### config.mk
export PLATFORM = sky130hd
export DESIGN_NAME = mdec_bank
export DESIGN_NICKNAME = d
export VERILOG_FILES = /design/src/rtl/mdec_pkg.sv /design/src/rtl/mdec_slot.sv /design/src/rtl/mdec_rdmux.sv /design/src/rtl/mdec_bank.sv
export SDC_FILE = /design/constraint.sdc
export NUM_CORES = 1
export LEC_CHECK = 0
export BUFFER_PORTS_ARGS = -buffer_cell sky130_fd_sc_hd__buf_4
export CAP_MARGIN = 20
export CORE_AREA = 10 10 150 291
export DETAILED_ROUTE_END_ITERATION = 8
export DIE_AREA = 0 0 160 301
export PLACE_DENSITY = 0.89
export SYNTH_ARGS = -nofsm -noshare
export SYNTH_HDL_FRONTEND = slang
export SYNTH_SLANG_ARGS = --single-unit
export TNS_END_PERCENT = 20
### constraint.sdc
create_clock -name clk -period 4.25 [get_ports clk]
set_input_delay 0.2125 -clock clk [delete_from_list [all_inputs] [get_ports clk]]
set_output_delay 0.2125 -clock clk [all_outputs]
set_load 0.01 [all_outputs]
### src/rtl/mdec_pkg.sv
package mdec_pkg;
  localparam int REG_W = 32;
  localparam int DEC_BASE_OFF = 16;
  localparam int DEC_STRIDE = 32;
  localparam int GCTL_OFF = 4;

  localparam logic [2:0] SUB_BASE_LO = 3'd0;
  localparam logic [2:0] SUB_BASE_HI = 3'd1;
  localparam logic [2:0] SUB_SIZE_LO = 3'd2;
  localparam logic [2:0] SUB_SIZE_HI = 3'd3;
  localparam logic [2:0] SUB_CTRL    = 3'd4;
  localparam logic [2:0] SUB_TGT_LO  = 3'd5;
  localparam logic [2:0] SUB_TGT_HI  = 3'd6;

  localparam int BIT_LOCK = 8;
  localparam int BIT_CREQ = 9;
  localparam int BIT_CMT  = 10;
  localparam int BIT_TYPE = 12;

  typedef struct packed {
    logic       expander;
    logic       lock;
    logic       creq;
    logic [3:0] ways;
    logic [3:0] gran;
  } dec_cfg_t;
endpackage

### src/rtl/mdec_slot.sv
module mdec_slot
  import mdec_pkg::*;
#(
  parameter int COMMIT_DLY = 1000
) (
  input  logic        clk,
  input  logic        rst,
  input  logic        wr,
  input  logic [2:0]  sub,
  input  logic [31:0] wdata,
  output logic [31:0] rword,
  output logic        committed,
  output logic        locked,
  output logic [63:0] base,
  output logic [63:0] size_eff,
  output logic [63:0] tgt,
  output logic [3:0]  gran,
  output logic [3:0]  ways,
  output logic        expander
);
  localparam int CW = (COMMIT_DLY < 2) ? 1 : $clog2(COMMIT_DLY);
  localparam logic [CW-1:0] CNT_LOAD = CW'(COMMIT_DLY - 1);

  logic [63:0] base_q, size_q, tgt_q;
  dec_cfg_t    cfg_q;
  logic        cmt_q, pend_q;
  logic [CW-1:0] cnt_q;
  logic        frozen, wr_ok, ctrl_wr;

  assign frozen  = cfg_q.lock && cmt_q;
  assign wr_ok   = wr && !frozen;
  assign ctrl_wr = wr_ok && (sub == SUB_CTRL);

  always_ff @(posedge clk) begin
    if (rst) begin
      base_q <= '0;
      size_q <= '0;
      tgt_q  <= '0;
      cfg_q  <= '0;
      cmt_q  <= 1'b0;
      pend_q <= 1'b0;
      cnt_q  <= '0;
    end else begin
      if (wr_ok) begin
        case (sub)
          SUB_BASE_LO: base_q[31:0]  <= wdata;
          SUB_BASE_HI: base_q[63:32] <= wdata;
          SUB_SIZE_LO: size_q[31:0]  <= wdata;
          SUB_SIZE_HI: size_q[63:32] <= wdata;
          SUB_TGT_LO:  tgt_q[31:0]   <= wdata;
          SUB_TGT_HI:  tgt_q[63:32]  <= wdata;
          SUB_CTRL: begin
            cfg_q.gran     <= wdata[3:0];
            cfg_q.ways     <= wdata[7:4];
            cfg_q.lock     <= wdata[BIT_LOCK];
            cfg_q.creq     <= wdata[BIT_CREQ];
            cfg_q.expander <= wdata[BIT_TYPE];
          end
          default: ;
        endcase
      end
      if (ctrl_wr && !wdata[BIT_CREQ]) begin
        cmt_q  <= 1'b0;
        pend_q <= 1'b0;
      end else if (ctrl_wr && !cmt_q && !pend_q) begin
        pend_q <= 1'b1;
        cnt_q  <= CNT_LOAD;
      end else if (pend_q) begin
        if (cnt_q == '0) begin
          pend_q <= 1'b0;
          cmt_q  <= 1'b1;
        end else begin
          cnt_q <= cnt_q - 1'b1;
        end
      end
    end
  end

  always_comb begin
    case (sub)
      SUB_BASE_LO: rword = base_q[31:0];
      SUB_BASE_HI: rword = base_q[63:32];
      SUB_SIZE_LO: rword = size_q[31:0];
      SUB_SIZE_HI: rword = size_q[63:32];
      SUB_CTRL:    rword = {19'b0, cfg_q.expander, 1'b0, cmt_q, cfg_q.creq,
                            cfg_q.lock, cfg_q.ways, cfg_q.gran};
      SUB_TGT_LO:  rword = tgt_q[31:0];
      SUB_TGT_HI:  rword = tgt_q[63:32];
      default:     rword = '0;
    endcase
  end

  assign committed = cmt_q;
  assign locked    = frozen;
  assign base      = base_q;
  assign size_eff  = cmt_q ? size_q : 64'd0;
  assign tgt       = tgt_q;
  assign gran      = cfg_q.gran;
  assign ways      = cfg_q.ways;
  assign expander  = cfg_q.expander;
endmodule

### src/rtl/mdec_rdmux.sv
module mdec_rdmux #(
  parameter int NUM_DEC = 2,
  parameter int IW = 7
) (
  input  logic          clk,
  input  logic          rst,
  input  logic          rd,
  input  logic          sel_cap,
  input  logic          sel_gctl,
  input  logic          sel_dec,
  input  logic [IW-1:0] idx,
  input  logic [31:0]   cap_word,
  input  logic          gen,
  input  logic [31:0]   words [NUM_DEC],
  output logic [31:0]   rdata
);
  logic [31:0] pick;

  always_comb begin
    pick = '0;
    if (sel_cap) begin
      pick = cap_word;
    end else if (sel_gctl) begin
      pick = {30'b0, gen, 1'b0};
    end else if (sel_dec) begin
      for (int k = 0; k < NUM_DEC; k++) begin
        if (idx == IW'(k)) pick = words[k];
      end
    end
  end

  always_ff @(posedge clk) begin
    if (rst) rdata <= '0;
    else if (rd) rdata <= pick;
  end
endmodule

### src/rtl/mdec_bank.sv
module mdec_bank
  import mdec_pkg::*;
#(
  parameter int NUM_DEC    = 2,
  parameter int TGT_CNT    = 1,
  parameter bit IL_LOW     = 1'b1,
  parameter bit IL_HIGH    = 1'b0,
  parameter int COMMIT_DLY = 1000,
  parameter int AW         = 12
) (
  input  logic                 clk,
  input  logic                 rst,
  input  logic                 reg_wr,
  input  logic                 reg_rd,
  input  logic [AW-1:0]        reg_addr,
  input  logic [31:0]          reg_wdata,
  output logic [31:0]          reg_rdata,
  output logic [NUM_DEC-1:0]   dec_live,
  output logic [NUM_DEC-1:0]   dec_lock,
  output logic [64*NUM_DEC-1:0] dec_base,
  output logic [64*NUM_DEC-1:0] dec_size,
  output logic [64*NUM_DEC-1:0] dec_tgt,
  output logic [4*NUM_DEC-1:0] dec_gran,
  output logic [4*NUM_DEC-1:0] dec_ways,
  output logic [NUM_DEC-1:0]   dec_expander
);
  localparam int IW = AW - 5;
  localparam logic [31:0] CAP_WORD =
    {22'b0, IL_HIGH, IL_LOW, 4'(TGT_CNT), 4'(NUM_DEC)};

  logic [AW-1:0] rel;
  logic [IW-1:0] idx;
  logic [2:0]    sub;
  logic          in_dec, sel_cap, sel_gctl;
  logic          gen_q;
  logic [31:0]   words [NUM_DEC];
  logic [NUM_DEC-1:0] cmt;

  assign rel      = reg_addr - AW'(DEC_BASE_OFF);
  assign in_dec   = reg_addr >= AW'(DEC_BASE_OFF);
  assign idx      = rel[AW-1:5];
  assign sub      = rel[4:2];
  assign sel_cap  = reg_addr == '0;
  assign sel_gctl = reg_addr == AW'(GCTL_OFF);

  always_ff @(posedge clk) begin
    if (rst) gen_q <= 1'b0;
    else if (reg_wr && sel_gctl) gen_q <= reg_wdata[1];
  end

  for (genvar i = 0; i < NUM_DEC; i++) begin : g_dec
    logic slot_wr;
    assign slot_wr = reg_wr && in_dec && (idx == IW'(i));

    mdec_slot #(.COMMIT_DLY(COMMIT_DLY)) u_slot (
      .clk       (clk),
      .rst       (rst),
      .wr        (slot_wr),
      .sub       (sub),
      .wdata     (reg_wdata),
      .rword     (words[i]),
      .committed (cmt[i]),
      .locked    (dec_lock[i]),
      .base      (dec_base[64*i +: 64]),
      .size_eff  (dec_size[64*i +: 64]),
      .tgt       (dec_tgt[64*i +: 64]),
      .gran      (dec_gran[4*i +: 4]),
      .ways      (dec_ways[4*i +: 4]),
      .expander  (dec_expander[i])
    );

    assign dec_live[i] = cmt[i] && gen_q;
  end

  mdec_rdmux #(.NUM_DEC(NUM_DEC), .IW(IW)) u_rdmux (
    .clk      (clk),
    .rst      (rst),
    .rd       (reg_rd),
    .sel_cap  (sel_cap),
    .sel_gctl (sel_gctl),
    .sel_dec  (in_dec),
    .idx      (idx),
    .cap_word (CAP_WORD),
    .gen      (gen_q),
    .words    (words),
    .rdata    (reg_rdata)
  );
endmodule

==> qor.yml, run 1 <==
status: "complete, no violations"
fin_nets: 2693
io_pins: 486
hpwl_um: 65220
syn2layout_area_growth_pct: 26.38
synth_cells: 2241
p_leak_nw: 12.60
tightest_slew_ps: 1043
min_from: "reg_wdata[9]"
port_buffers: 485
dieWidth_um: 160
grt_pass1_vias: 20605
antenna_found_initial: 0
fmax_mhz: 325.8
maxCapViolations: 0
cts_made_buffers: 41
drt_iter0_markers: 2082
htreeDepth: 2
startpoint_type: "input pin"
grt_max_degree: 151
required_ps: 4650
hp-class: "input pin to flip-flop"
cts_buffer_depth: 3
drive_above_1_share_pct: 26.25
min_period_over_period_pct: 72.22
vias: 20730
cts_resized: 0
crit_chain: "buf_4 -> or4b_1 -> a211oi_1 -> o21ai_2 -> nor4_4 -> nand3_2 -> buf_12 -> mux2i_1"
insertion_delay_ps: 560
slew_headroom_pct: 29.51
netlist_area_um2: 20860
overflow: 0
postSynthAreaPerCell_um2: 9.307
crit_path_end_kind: "flip-flop"
crit_end: "g_dec[0].u_slot.tgt[38]"
grt_pass1_wl_um: 136300
wl_um: 93670
diodes: 0
path_class: "input pin to flip-flop"
crit_start: "reg_addr[4]"
fin_crit_ps: 3069
dieArea_um2: 48160
synth-edff-count: 0
synth_ff_type: "dfxtp_1"
dr.pass1.iters: 7
hold_depth: 3
peakVddDrop_mv: 0.3482
hold_ws_ps: 53.50
cts_sinks: 463
clk_pin_slew_ps: 70
crit_fanout: 31
power_density_nw_per_um2: 332.7
ys_ff_latch: 463
wire_per_inst_um: 29.36
r2r_end: "g_dec[1].u_slot.cnt_q[9]"
synth_fp_nets: 2293
drcViolationCount: 0
gr-usage-all-layers_pct: 36.88
row_count: 102
synth_warnings: 0
fillers: 2984
cp.arrival_ps: 3470
final_common_cell: "buf_4"
via_per_inst: 6.498
synth_async_sr_flop_share_pct: 0
r2r_cells: 7
max_stage_delay_ps: 640
cts_tree: "done"
cts_root_buffer: "clkbuf_16"
timing.rr.start: "g_dec[1].u_slot.cnt_q[0]"
yosysSeqAreaShare_pct: 44.44
tns_ps: 0
drtAntennaViolNets: 0
finalSetupViolations: 0
gp_congestion: 1.002
ys_types: 68
slowest_stage: "nor4_4"
hold_viol: 0
r2r_slack_ps: 1190
core_um2: 38800
mostFrequentLayoutCells: "527 x buf_4, 461 x dfxtp_1, 318 x mux2i_1"
initial_core_util_pct: 53.76
rsz0062_at_grt: "false"
dieHeight_um: 301
finClkSkew_ps: 20.43
drv_slew: 0
-- kinds of logic (layout without fill, tap and decap cells) --
family	after synthesis	in the layout	share of synthesized area [%]
and+or+nand+nor	765	765	17.43
DFF	463	463	44.44
AOI/OAI and AO/OA	403	403	12.87
muxes	374	374	20.01
buffers and inverters	232	661	5.003
adders and majority gates	4	4	0.2400
-- worst min-delay path by stage --
| stage | endpoint | slack [ps] |
|---|---|---|
| 2_1_floorplan | g_dec[0].u_slot.cfg_q[9] | 360 |
| 3_3_place_gp | u_rdmux.rdata[15] | 450 |
| 3_5_place_dp | u_rdmux.rdata[14] | 460 |
| 4_1_cts | g_dec[1].u_slot.cfg_q[8] | 40 |
| 5_1_grt | g_dec[1].u_slot.base[9] | 50 |
| 6_report | g_dec[0].u_slot.cfg_q[8] | 50 |
-- worst max-delay path: cells and delay by family --
kind,cells,cell delay [ps]
muxes,1,150
AOI/OAI and AO/OA,2,650
and+or+nand+nor,3,1760
buffers and inverters,2,610
-- power by group --
part	internal, mW	switching, mW
registers	4.34	0.00333
clock network	2.11	1.73
logic	0.166	0.423
total	6.61	2.16
-- area by class of cell --
type / count / area [um2] / area share [%]
tap: 520 / 650.6 / 2.468
inverter: 23 / 93.84 / 0.3560
sequential: 463 / 9271 / 35.17
timing repair buffer: 566 / 4408 / 16.72
multi-input combinational: 1546 / 10590 / 40.19
clock inverter: 18 / 186.4 / 0.7073
clock buffer: 54 / 1155 / 4.381
-- synthesized netlist by cell type (all sizes together), types with 13 or more instances --
library cell | number | area share, %
mux4 | 32 | 3.5
mux2i | 318 | 15
o211ai | 13 | 0.47
a21oi | 52 | 1.2
a221oi | 58 | 2.4
nand2 | 275 | 5.0
inv | 22 | 0.40
clkbuf | 139 | 2.5
a32o | 16 | 0.77
and2 | 140 | 4.2
dfxtp | 463 | 44
nor2 | 142 | 2.6
buf | 70 | 2.1
nand3 | 135 | 3.3
o21ai | 161 | 3.9
a22o | 15 | 0.63
nor3 | 18 | 0.48
mux2 | 24 | 1.3
a211o | 14 | 0.59
-- routing by layer --
metal	vias to the layer above	part of all wire [%]	GRT usage, %
met5	-	0	0
met4	0	9.5	29.92
met3	444	9.4	6.967
met2	1676	49	62.95
met1	9852	32	38.96
li1	8758	-	-
-- sequential cells by signal, summed over array words and instances (netlist names) --
signal,count
g_dec.u_slot.base,128
g_dec.u_slot.cfg_q,4
g_dec.u_slot.cnt_q,20
g_dec.u_slot.committed,2
g_dec.u_slot.expander,2
g_dec.u_slot.gran,8
g_dec.u_slot.pend_q,2
g_dec.u_slot.size_q,128
g_dec.u_slot.tgt,128
g_dec.u_slot.ways,8
gen_q,1
u_rdmux.rdata,32
-- through the flow --
stage | power [mW] | instances | area (um2) | setup WS, ps | util, %
CTS | 8.745 | 3190 | 26360 | 1190 | 67.94
floorplan | 4.747 | 2241 | 20860 | 1063 | -
global route | 8.937 | 3190 | 26360 | 1021 | 67.94
finish | 8.768 | 3190 | 26360 | 1181 | 67.94
global placement | 4.976 | 3086 | 24700 | 704.0 | 63.66
detailed placement | 4.982 | 3086 | 24700 | 640.8 | 63.66
-- what timing repair did --
| action | 4_1_cts | 5_1_grt |
|---|---|---|
| hold buffers | 32 | 0 |
| endpoints found under the hold margin | 84 | 0 |
| setup buffers | 0 | 0 |
No activity file was read; power rests on OpenSTA's default activity.
==> inputs of run 2 (changes only) <==
--- a/config.mk
+++ b/config.mk
@@ -5,12 +5,13 @@
 export SDC_FILE = /design/constraint.sdc
 export NUM_CORES = 1
 export LEC_CHECK = 0
+export ABC_AREA = 1
 export BUFFER_PORTS_ARGS = -buffer_cell sky130_fd_sc_hd__buf_4
 export CAP_MARGIN = 20
-export CORE_AREA = 10 10 150 291
+export CORE_AREA = 10 10 158 306
 export DETAILED_ROUTE_END_ITERATION = 8
-export DIE_AREA = 0 0 160 301
-export PLACE_DENSITY = 0.89
+export DIE_AREA = 0 0 168 316
+export PLACE_DENSITY = 0.85
 export SYNTH_ARGS = -nofsm -noshare
 export SYNTH_HDL_FRONTEND = slang
 export SYNTH_SLANG_ARGS = --single-unit
==> constraint.sdc (replaced) <==
create_clock -name clk -period 2.6 [get_ports clk]
set_input_delay 0.13 -clock clk [delete_from_list [all_inputs] [get_ports clk]]
set_output_delay 0.13 -clock clk [all_outputs]
set_load 0.01 [all_outputs]
==> run 2 against run 1 <==
  * Clock power increased by 73%
  * Synthesized cell count increased by 39%
  * Clock-buffer cell count increased by 2
  * Die area rose by 10%
  * Largest power group unchanged
==> qor.yml, run 2 <==
fin_crit_ps: 2234
power_density_nw_per_um2: 541.8  # +63%
port_buffers: 485  # unchanged
synth_common_cells: "789 x nor2_1, 547 x nand2_1, 463 x dfxtp_1"
wl_met2_um: 47050  # +3.2%
placed_cells: 3977  # +29%
rsz0062_at_grt: "false"
yosysSeqAreaShare_pct: 44.31  # -0.13 points
finClkSkew_ps: 21.79  # +1.359 ps
timing.rr.start: "g_dec[1].u_slot.cnt_q[0]"
gr-usage-all-layers_pct: 35.36  # -1.5 points
r2r_cells: 11  # +4
overflow: 0  # unchanged
final_common_cell: "nor2_1"
cts_sinks: 463  # unchanged
hp-class: "input pin to flip-flop"
wl_um: 99900  # +6.6%
crit_end: "dec_size[76]"
synth_fp_nets: 3163  # +38%
synth_area_leaders: "dfxtp_1 44%, nor2_1 14%, nand2_1 9.8%"
cts_made_buffers: 42  # +2.4%
tns_ps: 0  # unchanged
synth.most_common_cell: "nor2_1"
finalSetupViolations: 0  # unchanged
row_count: 108  # +5.9%
status: "complete, no violations"
dieArea_um2: 53090  # +10%
htreeDepth: 2  # unchanged
hpwl_um: 69250  # +6.2%
cts_root_buffer: "clkbuf_16"
maxCapViolations: 0  # unchanged
io_pins: 486  # unchanged
synth_ff_type: "dfxtp_1"
mostFrequentLayoutCells: "788 x nor2_1, 557 x buf_4, 547 x nand2_1"
synth_top_area_share_pct: 44.31  # -0.13 points
cts_buffer_depth: 3  # unchanged
dr.pass1.iters: 9  # +2
startpoint_type: "flip-flop"
clk_pin_slew_ps: 70  # about the same
hold_viol: 0  # unchanged
fillers: 3931  # +32%
dieWidth_um: 168  # +5.0%
synth_warnings: 0  # unchanged
required_ps: 2470  # -2180 ps
drtAntennaViolNets: 0  # unchanged
yosys.area.top_type: "dfxtp_1"
wire_per_inst_um: 24.44  # -17%
grt_max_degree: 97  # -36%
syn2layout_area_growth_pct: 27.65
multi_input_area_um2: 9721  # -8.2%
total_power_mw: 14.47  # +65%
peakVddDrop_mv: 0.4620  # +33%
antenna_found_initial: 0  # unchanged
gp_congestion: 1.011  # +0.91%
dr.max_layer_used: "met4"
grt_pass1_vias: 22867  # +11%
crit_path_end_kind: "primary output"
postSynthAreaPerCell_um2: 6.724  # -28%
fin_nets: 3558  # +32%
tightest_slew_ps: 845.5  # -197.1 ps
fmax_mhz: 447.7
core_um2: 43380  # +12%
drt_iter0_markers: 3150  # +51%
via_per_inst: 5.844  # -10%
final_util_pct: 61.56  # -6.4 points
seq_area_um2: 9271  # unchanged
synth-edff-count: 0  # unchanged
netlist_area_um2: 20920  # +0.30%
p_leak_nw: 13.50  # +7.2%
slew_headroom_pct: 43.04  # +14 points
cts_tree: "done"
insertion_delay_ps: 560  # about the same
diodes: 0  # unchanged
grt_pass1_wl_um: 145000  # +6.4%
met3_length_um: 10310  # +17%
synth_async_sr_flop_share_pct: 0  # unchanged
vias: 23889  # +15%
drcViolationCount: 0  # unchanged
synth_cells: 3111  # +39%
drive_above_1_share_pct: 19.59  # -6.7 points
worst_slack_ps: 366.3  # -814.3 ps
pre_cts_ws_ps: 120.8  # -520.0 ps
crit_start: "g_dec[1].u_slot.committed"
r2r_slack_ps: 410  # -780 ps
crit_fanout: 66  # +110%
ys_types: 40  # -41%
wl_met1_um: 32440  # +6.7%
post_cts_buffers: 0  # unchanged
initial_core_util_pct: 48.23  # -5.5 points
cp.arrival_ps: 2100  # -1370 ps
min_period_over_period_pct: 85.91
dieHeight_um: 316  # +5.0%
r2r_end: "g_dec[1].u_slot.cnt_q[5]"
path_class: "flip-flop to primary output"
drv_slew: 0  # unchanged
ys_ff_latch: 463  # unchanged
finalNonFillerCells: 4088  # +28%
[run 2: cell count changes in the layout (fill, tap and decap cells not counted), moves of 37 or more]
cell	change
a21oi_1	+50
a221oi_1	-37
nand2_1	+276
mux2i_1	-318
o21ai_1	+48
o21ai_0	+244
nor2_1	+647
and2_1	-139
inv_1	+180
[run 2: repair_timing]
action,4_1_cts,5_1_grt
gates resized for setup,0,0
hold endpoints to repair,325,0
hold buffers,35,0
[run 2: worst min path at each step]
stage,start,end,slack [ps],cells past startpoint
finish,reg_addr[3],u_rdmux.rdata[4],90,6
global route,reg_addr[3],u_rdmux.rdata[4],130,6
CTS,reg_addr[3],u_rdmux.rdata[4],60,6
detailed placement,reg_wr,gen_q,450,3
global placement,reg_wr,gen_q,450,3
floorplan,reg_wdata[12],g_dec[0].u_slot.expander,260,2
[run 2: layout make-up]
class	instances	area share, %
Multi-Input combinational cell	2173	36.40
Tap cell	550	2.577
Sequential cell	463	34.72
Clock inverter	20	0.7310
Inverter	224	3.177
Clock buffer	56	4.672
Timing Repair Buffer	602	17.72
[run 2: cells by family (layout without fill, tap and decap cells)]
kind of cell	after synthesis	after routing	share of synthesized area (%)
xor+xnor	15	15	0.6280
flops	463	463	44.31
fa+ha+maj	4	4	0.2393
compound gates	623	623	15.90
buf+inv	475	902	9.289
simple gates	1531	1531	29.64
[run 2: critical path, stage by stage, from the launching register on]
cell	delay (ps)
dfxtp_2	350
buf_4	630
nand2_1	270
inv_1	130
buf_4	140
[run 2: through the flow]
step	hold slack [ps]	area, um2
6_report	94.08	26700
5_1_grt	125.9	26700
4_1_cts	58.10	26700
3_5_place_dp	452.3	24910
3_3_place_gp	448.2	24910
2_1_floorplan	264.1	20920
[run 2: layer usage]
| metal | up-vias | track usage (%) |
|---|---|---|
| li1 | 10676 | - |
| met1 | 10982 | 36.98 |
| met2 | 1747 | 58.18 |
| met3 | 484 | 8.256 |
| met4 | 0 | 31.61 |
| met5 | - | 0 |
[run 2: power breakdown]
| group | switching (mW) | total, mW | internal (mW) |
|---|---|---|---|
| combinational | 0.536 | 0.723 | 0.187 |
| clock | 2.95 | 6.64 | 3.69 |
| sequential | 0.00833 | 7.10 | 7.10 |
